<file path="src/rtl/mul_pkg.sv">
package mul_pkg;
  typedef enum logic [1:0] {
    OP_NONE = 2'd0,
    OP_ADD  = 2'd1,
    OP_SUB  = 2'd2
  } op_e;

  typedef enum logic {
    MODE_UNS   = 1'b0,
    MODE_BOOTH = 1'b1
  } mode_e;
endpackage

</file>
<file path="src/rtl/mul_ctrl.sv">
module mul_ctrl #(
  parameter int W = 32
) (
  input  logic clk_i,
  input  logic rst_ni,
  input  logic start_i,
  output logic load_o,
  output logic step_o,
  output logic busy_o,
  output logic done_o
);
  localparam int CW = $clog2(W);
  localparam logic [CW-1:0] LAST = CW'(W - 1);

  logic [CW-1:0] cnt_q;
  logic          busy_q, done_q;

  assign load_o = start_i & ~busy_q;
  assign step_o = busy_q;

  always_ff @(posedge clk_i or negedge rst_ni) begin
    if (!rst_ni) begin
      cnt_q  <= '0;
      busy_q <= 1'b0;
      done_q <= 1'b0;
    end else begin
      done_q <= 1'b0;
      if (load_o) begin
        cnt_q  <= '0;
        busy_q <= 1'b1;
      end else if (busy_q) begin
        cnt_q <= cnt_q + 1'b1;
        if (cnt_q == LAST) begin
          busy_q <= 1'b0;
          done_q <= 1'b1;
        end
      end
    end
  end

  assign busy_o = busy_q;
  assign done_o = done_q;
endmodule

</file>
<file path="src/rtl/mul_recode.sv">
module mul_recode
  import mul_pkg::*;
(
  input  mode_e mode_i,
  input  logic  cur_i,
  input  logic  prev_i,
  output op_e   op_o
);
  always_comb begin
    op_o = OP_NONE;
    if (mode_i == MODE_UNS) begin
      if (cur_i) op_o = OP_ADD;
    end else begin
      unique case ({cur_i, prev_i})
        2'b10:   op_o = OP_SUB;
        2'b01:   op_o = OP_ADD;
        default: op_o = OP_NONE;
      endcase
    end
  end
endmodule

</file>
<file path="src/rtl/mul_addsub.sv">
module mul_addsub
  import mul_pkg::*;
#(
  parameter int W = 32
) (
  input  mode_e        mode_i,
  input  op_e          op_i,
  input  logic [W-1:0] acc_i,
  input  logic [W-1:0] mcand_i,
  output logic [W:0]   res_o
);
  logic       ext_a, ext_b, sub;
  logic [W:0] opa, opb;

  // extension bit: carry slot for unsigned, true sign for Booth
  assign ext_a = (mode_i == MODE_BOOTH) ? acc_i[W-1] : 1'b0;
  assign ext_b = (mode_i == MODE_BOOTH) ? mcand_i[W-1] : 1'b0;
  assign sub   = (op_i == OP_SUB);
  assign opa   = {ext_a, acc_i};
  assign opb   = (op_i == OP_NONE) ? '0 : ({ext_b, mcand_i} ^ {(W+1){sub}});

  assign res_o = opa + opb + {{W{1'b0}}, sub};
endmodule

</file>
<file path="src/rtl/mul_prod_reg.sv">
module mul_prod_reg
  import mul_pkg::*;
#(
  parameter int W = 32
) (
  input  logic         clk_i,
  input  logic         rst_ni,
  input  logic         load_i,
  input  logic         step_i,
  input  logic         mode_i,
  input  logic [W-1:0] mcand_i,
  input  logic [W-1:0] mplier_i,
  input  logic [W:0]   res_i,
  output mode_e        mode_o,
  output logic [W-1:0] mcand_o,
  output logic [W-1:0] acc_o,
  output logic         cur_o,
  output logic         prev_o,
  output logic [2*W-1:0] prod_o
);
  logic [2*W-1:0] prod_q;
  logic           prev_q;
  logic [W-1:0]   mcand_q;
  mode_e          mode_q;

  always_ff @(posedge clk_i or negedge rst_ni) begin
    if (!rst_ni) begin
      prod_q  <= '0;
      prev_q  <= 1'b0;
      mcand_q <= '0;
      mode_q  <= MODE_UNS;
    end else if (load_i) begin
      prod_q  <= {{W{1'b0}}, mplier_i};
      prev_q  <= 1'b0;
      mcand_q <= mcand_i;
      mode_q  <= mode_e'(mode_i);
    end else if (step_i) begin
      // new upper half plus extension bit, lower half shifts down
      prod_q <= {res_i, prod_q[W-1:1]};
      prev_q <= prod_q[0];
    end
  end

  assign mode_o  = mode_q;
  assign mcand_o = mcand_q;
  assign acc_o   = prod_q[2*W-1:W];
  assign cur_o   = prod_q[0];
  assign prev_o  = prev_q;
  assign prod_o  = prod_q;
endmodule

</file>
<file path="src/rtl/booth_seq_mult.sv">
module booth_seq_mult
  import mul_pkg::*;
#(
  parameter int W = 32
) (
  input  logic         clk_i,
  input  logic         rst_ni,
  input  logic         start_i,
  input  logic         mode_i,
  input  logic [W-1:0] mcand_i,
  input  logic [W-1:0] mplier_i,
  output logic         busy_o,
  output logic         done_o,
  output logic [W-1:0] hi_o,
  output logic [W-1:0] lo_o
);
  logic           load, step, cur, prev;
  mode_e          mode_q;
  op_e            op;
  logic [W-1:0]   mcand_q, acc;
  logic [W:0]     res;
  logic [2*W-1:0] prod;

  mul_ctrl #(.W(W)) u_ctrl (
    .clk_i  (clk_i),
    .rst_ni (rst_ni),
    .start_i(start_i),
    .load_o (load),
    .step_o (step),
    .busy_o (busy_o),
    .done_o (done_o)
  );

  mul_recode u_rec (
    .mode_i(mode_q),
    .cur_i (cur),
    .prev_i(prev),
    .op_o  (op)
  );

  mul_addsub #(.W(W)) u_alu (
    .mode_i (mode_q),
    .op_i   (op),
    .acc_i  (acc),
    .mcand_i(mcand_q),
    .res_o  (res)
  );

  mul_prod_reg #(.W(W)) u_prod (
    .clk_i   (clk_i),
    .rst_ni  (rst_ni),
    .load_i  (load),
    .step_i  (step),
    .mode_i  (mode_i),
    .mcand_i (mcand_i),
    .mplier_i(mplier_i),
    .res_i   (res),
    .mode_o  (mode_q),
    .mcand_o (mcand_q),
    .acc_o   (acc),
    .cur_o   (cur),
    .prev_o  (prev),
    .prod_o  (prod)
  );

  assign hi_o = prod[2*W-1:W];
  assign lo_o = prod[W-1:0];
endmodule

</file>
<file path="config.mk">
export PLATFORM = sky130hd
export DESIGN_NAME = booth_seq_mult
export DESIGN_NICKNAME = d
export VERILOG_FILES = /design/src/rtl/mul_pkg.sv /design/src/rtl/mul_ctrl.sv /design/src/rtl/mul_recode.sv /design/src/rtl/mul_addsub.sv /design/src/rtl/mul_prod_reg.sv /design/src/rtl/booth_seq_mult.sv
export SDC_FILE = /design/constraint.sdc
export NUM_CORES = 1
export LEC_CHECK = 0
export BUFFER_PORTS_ARGS = -buffer_cell sky130_fd_sc_hd__buf_2
export CORE_ASPECT_RATIO = 1.4
export CORE_MARGIN = 2
export CORE_UTILIZATION = 25
export DETAILED_ROUTE_END_ITERATION = 8
export PLACE_DENSITY = 0.53
export SLEW_MARGIN = 5
export SYNTH_ARGS = -nofsm -noshare
export SYNTH_HDL_FRONTEND = slang
export SYNTH_SLANG_ARGS = --single-unit
</file>
<file path="constraint.sdc">
create_clock -name clk_i -period 8.46 [get_ports clk_i]
set_input_delay 0.423 -clock clk_i [delete_from_list [all_inputs] [get_ports clk_i]]
set_output_delay 0.423 -clock clk_i [all_outputs]
set_load 0.1 [all_outputs]
</file>
==> impl_metrics.ini, run 1 <==
[synth]
yosysSeqAreaShare = 0.420
syn-num-nets = 764
synth_warnings = 0
synthFlopType = dfrtp_1
synth_area_um2 = 6250
ys_types = 59
ys_seq_elements = 105
synthArstFlopShare = 1.00
syn_area_per_cell_um2 = 9.46
synth-edff-count = 0
syn_inst = 661

[cts]
cts.path.max_buffers = 2
cts.sinks = 105
clkLatencyLatePin_ps = 370
tritoncts = yes
cts.hold.buffers_added = 0
clkTransAtPathRegs_ps = 80
numCtsBuffers = 9
post-cts-setup-buffers = 0
root_buffer = clkbuf_16
cts_max_level = 3
cts_resized = 0

[route]
drtIter0Drc = 229
met1Wirelength_mm = 7.07
top_layer_used = met5
drt_wl_total_mm = 16.7
dr.pass1.iters = 4
ant_nets = 0
vias = 5121
viasPerCell = 4.69
drc = 0
met3WireLength_mm = 1.04
wl_met2_mm = 8.31
drt-wirelength-per-cell_um = 15.3

[global_routing]
grt_use_total = 0.134
grt-ovfl-total = 0
grt_max_degree = 81
grt_pass1_wl_mm = 27.3
grt_pass1_vias = 5172
antenna_found_initial = 3

[cells_and_area]
nFillCells = 2568
multiInputGateArea_um2 = 3390
final_nets = 875
syn2layout_area_growth_pct = 20.0
drive_above_1_share = 0.260
seqCellArea_um2 = 2630
fin_util = 0.305

[die]
die_area_um2 = 26300
core_area_um2 = 24600
die_y_um = 191
start_util = 0.254
pin_count = 134
fp.dieW_um = 138
std_cell_rows = 68

[placement]
hpwl_mm = 12.2
gp_congestion = 0.844
portBuffers = 133
pre_cts_ws_ps = 4370

[critical_path]
path_cells = nor2b_1 -> mux2_2 -> nand2_1 -> o21ai_0 -> fa_1 -> inv_1 -> fa_1 -> nand2b_1 -> a21o_1 -> a31o_2 -> o21ba_4 -> o211a_4 -> o21a_4 -> o2111ai_1 -> or3b_1
r2r_slack_ps = 4350
crit_arrival_ps = 4360
startpoint = u_prod.prod_o[0]$_DFFE_PN0P_
endpoint_kind = flip-flop
crit_slowest_cell = mux2_2
critPathLaunchType = flip-flop
cp_max_fo = 32
cpMostUsedCell = fa_1
crit_type = reg2reg
reg2reg_from = u_prod.prod_o[0]$_DFFE_PN0P_
slowest_delay_ps = 600
required_ps = 8710

[timing]
tns_ps = 0
worst_slack_ps = 4350
slew_headroom = 0.266
fmax_mhz = 243
setup_violations = 0
hold_violations = 0
skew_ps = 9.78
worst_pin_slew_ps = 1100
slew_violations = 0
period_share = 0.486
holdWs_ps = 49.6
min_period_ps = 4110
grt_setup_unrepaired = no

[run]
maxCapViolCount = 0

[outcome]
status = finished, final reports clean

[worst_hold_path]
hold_path.class = in2async
## per-layer routing
layer	vias to the layer above	global-route usage
met5	-	0
met1	2428	0.160
met3	21	0.0403
met2	105	0.228
li1	2561	-
met4	6	0.0428
## per-stage QoR
step	instance area, um2	instances
final	7500	1093
after global routing	7500	1092
after CTS	7500	1092
after detailed placement	7170	1076
after global placement	7170	1076
after floorplan	6250	661
## cell families (layout without fill, tap and decap cells)
kind of cell    after synthesis  after routing  share of synthesized area
mux                          67             67                      0.114
fa+ha+maj                    35             35                     0.0724
flops                       105            105                      0.420
xor+xnor                     30             30                     0.0420
simple gates                176            176                      0.123
buf+inv                      50            166                     0.0386
compound gates              198            198                      0.190
other cells                   0              1                          0
## registers in the layout (all words and copies together), names as in the netlist
register,flops
u_ctrl.busy_o,1
u_ctrl.cnt_q,5
u_ctrl.done_o,1
u_prod.mcand_o,32
u_prod.mode_o,1
u_prod.prev_o,1
u_prod.prod_o,64
## worst paths after layout
path / end / depth (start not counted)
setup / recovery: u_prod.prod_o[59]$_DFFE_PN0P_ / 15
hold / removal: u_prod.mcand_o[18]$_DFFE_PN0P_ / 1
setup reg to reg: u_prod.prod_o[59]$_DFFE_PN0P_ / 15
hold reg to reg: u_ctrl.cnt_q[2]$_DFFE_PN0P_ / 1
max in group asynchronous: u_ctrl.busy_o$_DFF_PN0_ / 2
min in group clk_i: u_prod.mcand_o[30]$_DFFE_PN0P_ / 2
## worst max-delay path, delay by kind of cell, from the launching register on
kind	cells	cell delay (ps)
compound gates	7	1380
fa+ha+maj	2	650
buf+inv	1	60
flops	1	450
mux	1	600
simple gates	4	830
## synth_stat cells, drive strengths merged, types with 3 or more instances
library cell | n | share of area
ha | 33 | 0.066
a22o | 5 | 0.0070
buf | 8 | 0.0064
mux2i | 33 | 0.053
nor2 | 16 | 0.0096
xnor2 | 16 | 0.022
nand3 | 6 | 0.0048
o211ai | 3 | 0.0044
nand2 | 117 | 0.070
nand4 | 9 | 0.0090
a31oi | 7 | 0.0070
o21bai | 5 | 0.0060
o21a | 4 | 0.0060
a211o | 3 | 0.0042
clkbuf | 29 | 0.022
o21ai | 106 | 0.085
nor3 | 4 | 0.0032
a21o | 17 | 0.021
a21oi | 32 | 0.026
mux2 | 34 | 0.061
dfrtp | 105 | 0.42
or3 | 3 | 0.0032
xor2 | 14 | 0.020
nor2b | 4 | 0.0040
inv | 11 | 0.0066
nand2b | 5 | 0.0050
## layout make-up
class	count	share of cell area
inverter	11	0.00550
tap	315	0.0525
antenna	1	0.000334
clock buffer	9	0.0300
multi-input combinational	506	0.452
sequential	105	0.350
timing repair buffer	139	0.0951
clock inverter	7	0.0137
## cell usage in the layout, fill, tap and decap left out, types with 16 or more instances in the layout
cell type / synthesis / routed
ha_1: 33 / 33
a21oi_1: 32 / 32
mux2_2: 34 / 34
mux2i_1: 33 / 33
nand2_1: 117 / 117
o21ai_0: 106 / 106
buf_2: 2 / 132
dfrtp_1: 105 / 104
xnor2_1: 16 / 16
a21o_1: 16 / 16
Power of run 1 is left out: the tool's default activity adds up to more than one toggle a clock period on the data nets, which glitch-free logic cannot reach.
==> inputs of run 2 (changes only) <==
--- a/config.mk
+++ b/config.mk
@@ -5,12 +5,13 @@
 export SDC_FILE = /design/constraint.sdc
 export NUM_CORES = 1
 export LEC_CHECK = 0
+export ABC_AREA = 1
 export BUFFER_PORTS_ARGS = -buffer_cell sky130_fd_sc_hd__buf_2
 export CORE_ASPECT_RATIO = 1.4
 export CORE_MARGIN = 2
 export CORE_UTILIZATION = 25
 export DETAILED_ROUTE_END_ITERATION = 8
-export PLACE_DENSITY = 0.53
+export PLACE_DENSITY = 0.52
 export SLEW_MARGIN = 5
 export SYNTH_ARGS = -nofsm -noshare
 export SYNTH_HDL_FRONTEND = slang
==> constraint.sdc (replaced) <==
create_clock -name clk_i -period 4.05 [get_ports clk_i]
set_input_delay 0.2025 -clock clk_i [delete_from_list [all_inputs] [get_ports clk_i]]
set_output_delay 0.2025 -clock clk_i [all_outputs]
set_load 0.1 [all_outputs]
==> impl_metrics.ini, run 2 <==
[critical_path]
required_ps = 4310
crit_arrival_ps = 3280
crit_slowest_cell = ha_1
cpMostUsedCell = nand2_1
endpoint_kind = flip-flop
crit_buf_inv = 3
crit_type = reg2reg
cp_max_fo = 21
path_cells = inv_1 -> nand2_1 -> nand2_1 -> buf_4 -> nand2_1 -> o21ai_0 -> inv_1 -> ha_1 -> nand2_1 -> nor2_1 -> nand2_1 -> nor2_1 -> nand2_1 -> nand3_1 -> nand2_1 -> nand3_1 -> nand2_1
slowest_delay_ps = 410
critPathLaunchType = flip-flop
critical_path.top_delay_family = simple AND/OR/NAND/NOR gates

[route]
viasPerCell = 4.38
drtIter0Drc = 398
drt_wl_total_mm = 22.6
drc = 0
ant_nets = 0
dr.pass1.iters = 5
vias = 6885
drt-wirelength-per-cell_um = 14.4

[cts]
cts.sinks = 105
cts.path.max_buffers = 2
clkLatencyLatePin_ps = 360
cts_max_level = 3
clkTransAtPathRegs_ps = 90
root_buffer = clkbuf_16
tritoncts = yes
cts_resized = 0
cts.hold.buffers_added = 1
post-cts-setup-buffers = 0
numCtsBuffers = 9

[cells_and_area]
layout_common_cells = nand2_1, inv_1, buf_2
nFillCells = 3126
n_antenna_cell = 0
drive_above_1_share = 0.147
final_nets = 1299
final_common_cell = nand2_1
syn2layout_area_growth_pct = 19.7
largest_reg_flops = 64

[global_routing]
grt_use_total = 0.155
grt_max_degree = 58
grt_pass1_wl_mm = 36.6
antenna_found_initial = 0
grt_pass1_vias = 6938
grt-ovfl-total = 0

[timing]
slew_headroom = 0.415
fmax_mhz = 331
skew_ps = 8.29
slew_violations = 0
worst_pin_slew_ps = 877
min_period_ps = 3020
period_share = 0.745
grt_setup_unrepaired = no
setup_violations = 0
tns_ps = 0
hold_violations = 0

[synth]
ys_types = 32
synth_warnings = 0
ys_seq_elements = 105
syn-num-nets = 1176
synthArstFlopShare = 1.00
synth_top_cell_by_area = dfrtp_1
synth-edff-count = 0
yosysSeqAreaShare = 0.375
ys_top_cells_by_count = nand2_1, inv_1, dfrtp_1
syn_area_per_cell_um2 = 6.54
synthFlopType = dfrtp_1
yosysMostFrequentCell = nand2_1
synth_area_um2 = 7020
syn_inst = 1073
synthTopCellsByArea = dfrtp_1, nand2_1, inv_1, ha_1, a21oi_1
yosysTopAreaCellShare = 0.375

[placement]
portBuffers = 133
gp_congestion = 0.907
hpwl_mm = 17.3

[die]
start_util = 0.254
die_y_um = 202
pin_count = 134
std_cell_rows = 72
core_area_um2 = 27700
die_area_um2 = 29400
fp.dieW_um = 146

[run]
maxCapViolCount = 0

[worst_hold_path]
hold_path.class = in2reg

[outcome]
status = finished, final reports clean
-- run 2: cell count changes after synthesis, sizes merged, moves of 17 or more --
cell	previous run	this run
mux2i	33	0
nand2	117	476
o21ai	106	39
o221ai	0	17
nand3	6	43
nor2	16	66
inv	11	179
mux2	34	0
-- run 2: routing by layer --
layer	global-route usage	vias to the layer above	wire length, um
li1	-	3559	-
met5	0	-	0
met4	0.0550	0	591
met2	0.282	161	11400
met3	0.0260	37	961
met1	0.184	3128	9630
-- run 2: cell families (layout without fill, tap and decap cells) --
group	Yosys count	count (layout)	synth area share
compound gates	123	123	0.105
fa+ha+maj	35	35	0.0646
buf+inv	210	338	0.116
flops	105	105	0.375
simple gates	600	600	0.340
-- run 2: area by class of cell --
type | instances | area [um2] | area share
clock inverters | 7 | 91.3 | 0.0109
multi-input cells | 758 | 3570 | 0.426
well taps | 370 | 463 | 0.0551
repair buffers | 143 | 746 | 0.0888
flip-flops and latches | 105 | 2630 | 0.313
clock buffers | 9 | 225 | 0.0268
inverters | 179 | 672 | 0.0800
-- run 2: tightest hold or removal path, stage by stage --
cell,delay [ps]
buf_2,70
nand2_1,40
nand2_1,50
-- run 2: worst paths after layout --
path / from / end / slack, ps / depth (start not counted)
max in group asynchronous: rst_ni / u_prod.prod_o[4]$_DFFE_PN0P_ / 2760 / 3
min in group asynchronous: rst_ni / u_prod.prod_o[56]$_DFFE_PN0P_ / 440 / 2
setup / recovery: u_prod.prod_o[0]$_DFFE_PN0P_ / u_prod.prod_o[56]$_DFFE_PN0P_ / 1030 / 17
setup reg to reg: u_prod.prod_o[0]$_DFFE_PN0P_ / u_prod.prod_o[56]$_DFFE_PN0P_ / 1030 / 17
hold / removal: mcand_i[0] / u_prod.mcand_o[0]$_DFFE_PN0P_ / 30 / 3
hold reg to reg: u_ctrl.cnt_q[3]$_DFFE_PN0P_ / u_ctrl.cnt_q[3]$_DFFE_PN0P_ / 490 / 1
-- run 2: stage by stage --
stage                     cell area (um2)  instances  setup slack, ps  hold WS, ps   util
after floorplan                      7020       1073             1440        -93.1      -
after global placement               8070       1554             1080          338  0.292
after detailed placement             8070       1554             1030          339  0.292
after CTS                            8400       1571             1010         14.3  0.304
after global routing                 8400       1571              685         32.3  0.304
final                                8400       1571             1030         28.6  0.304
Power of run 2 is left out for the same reason.
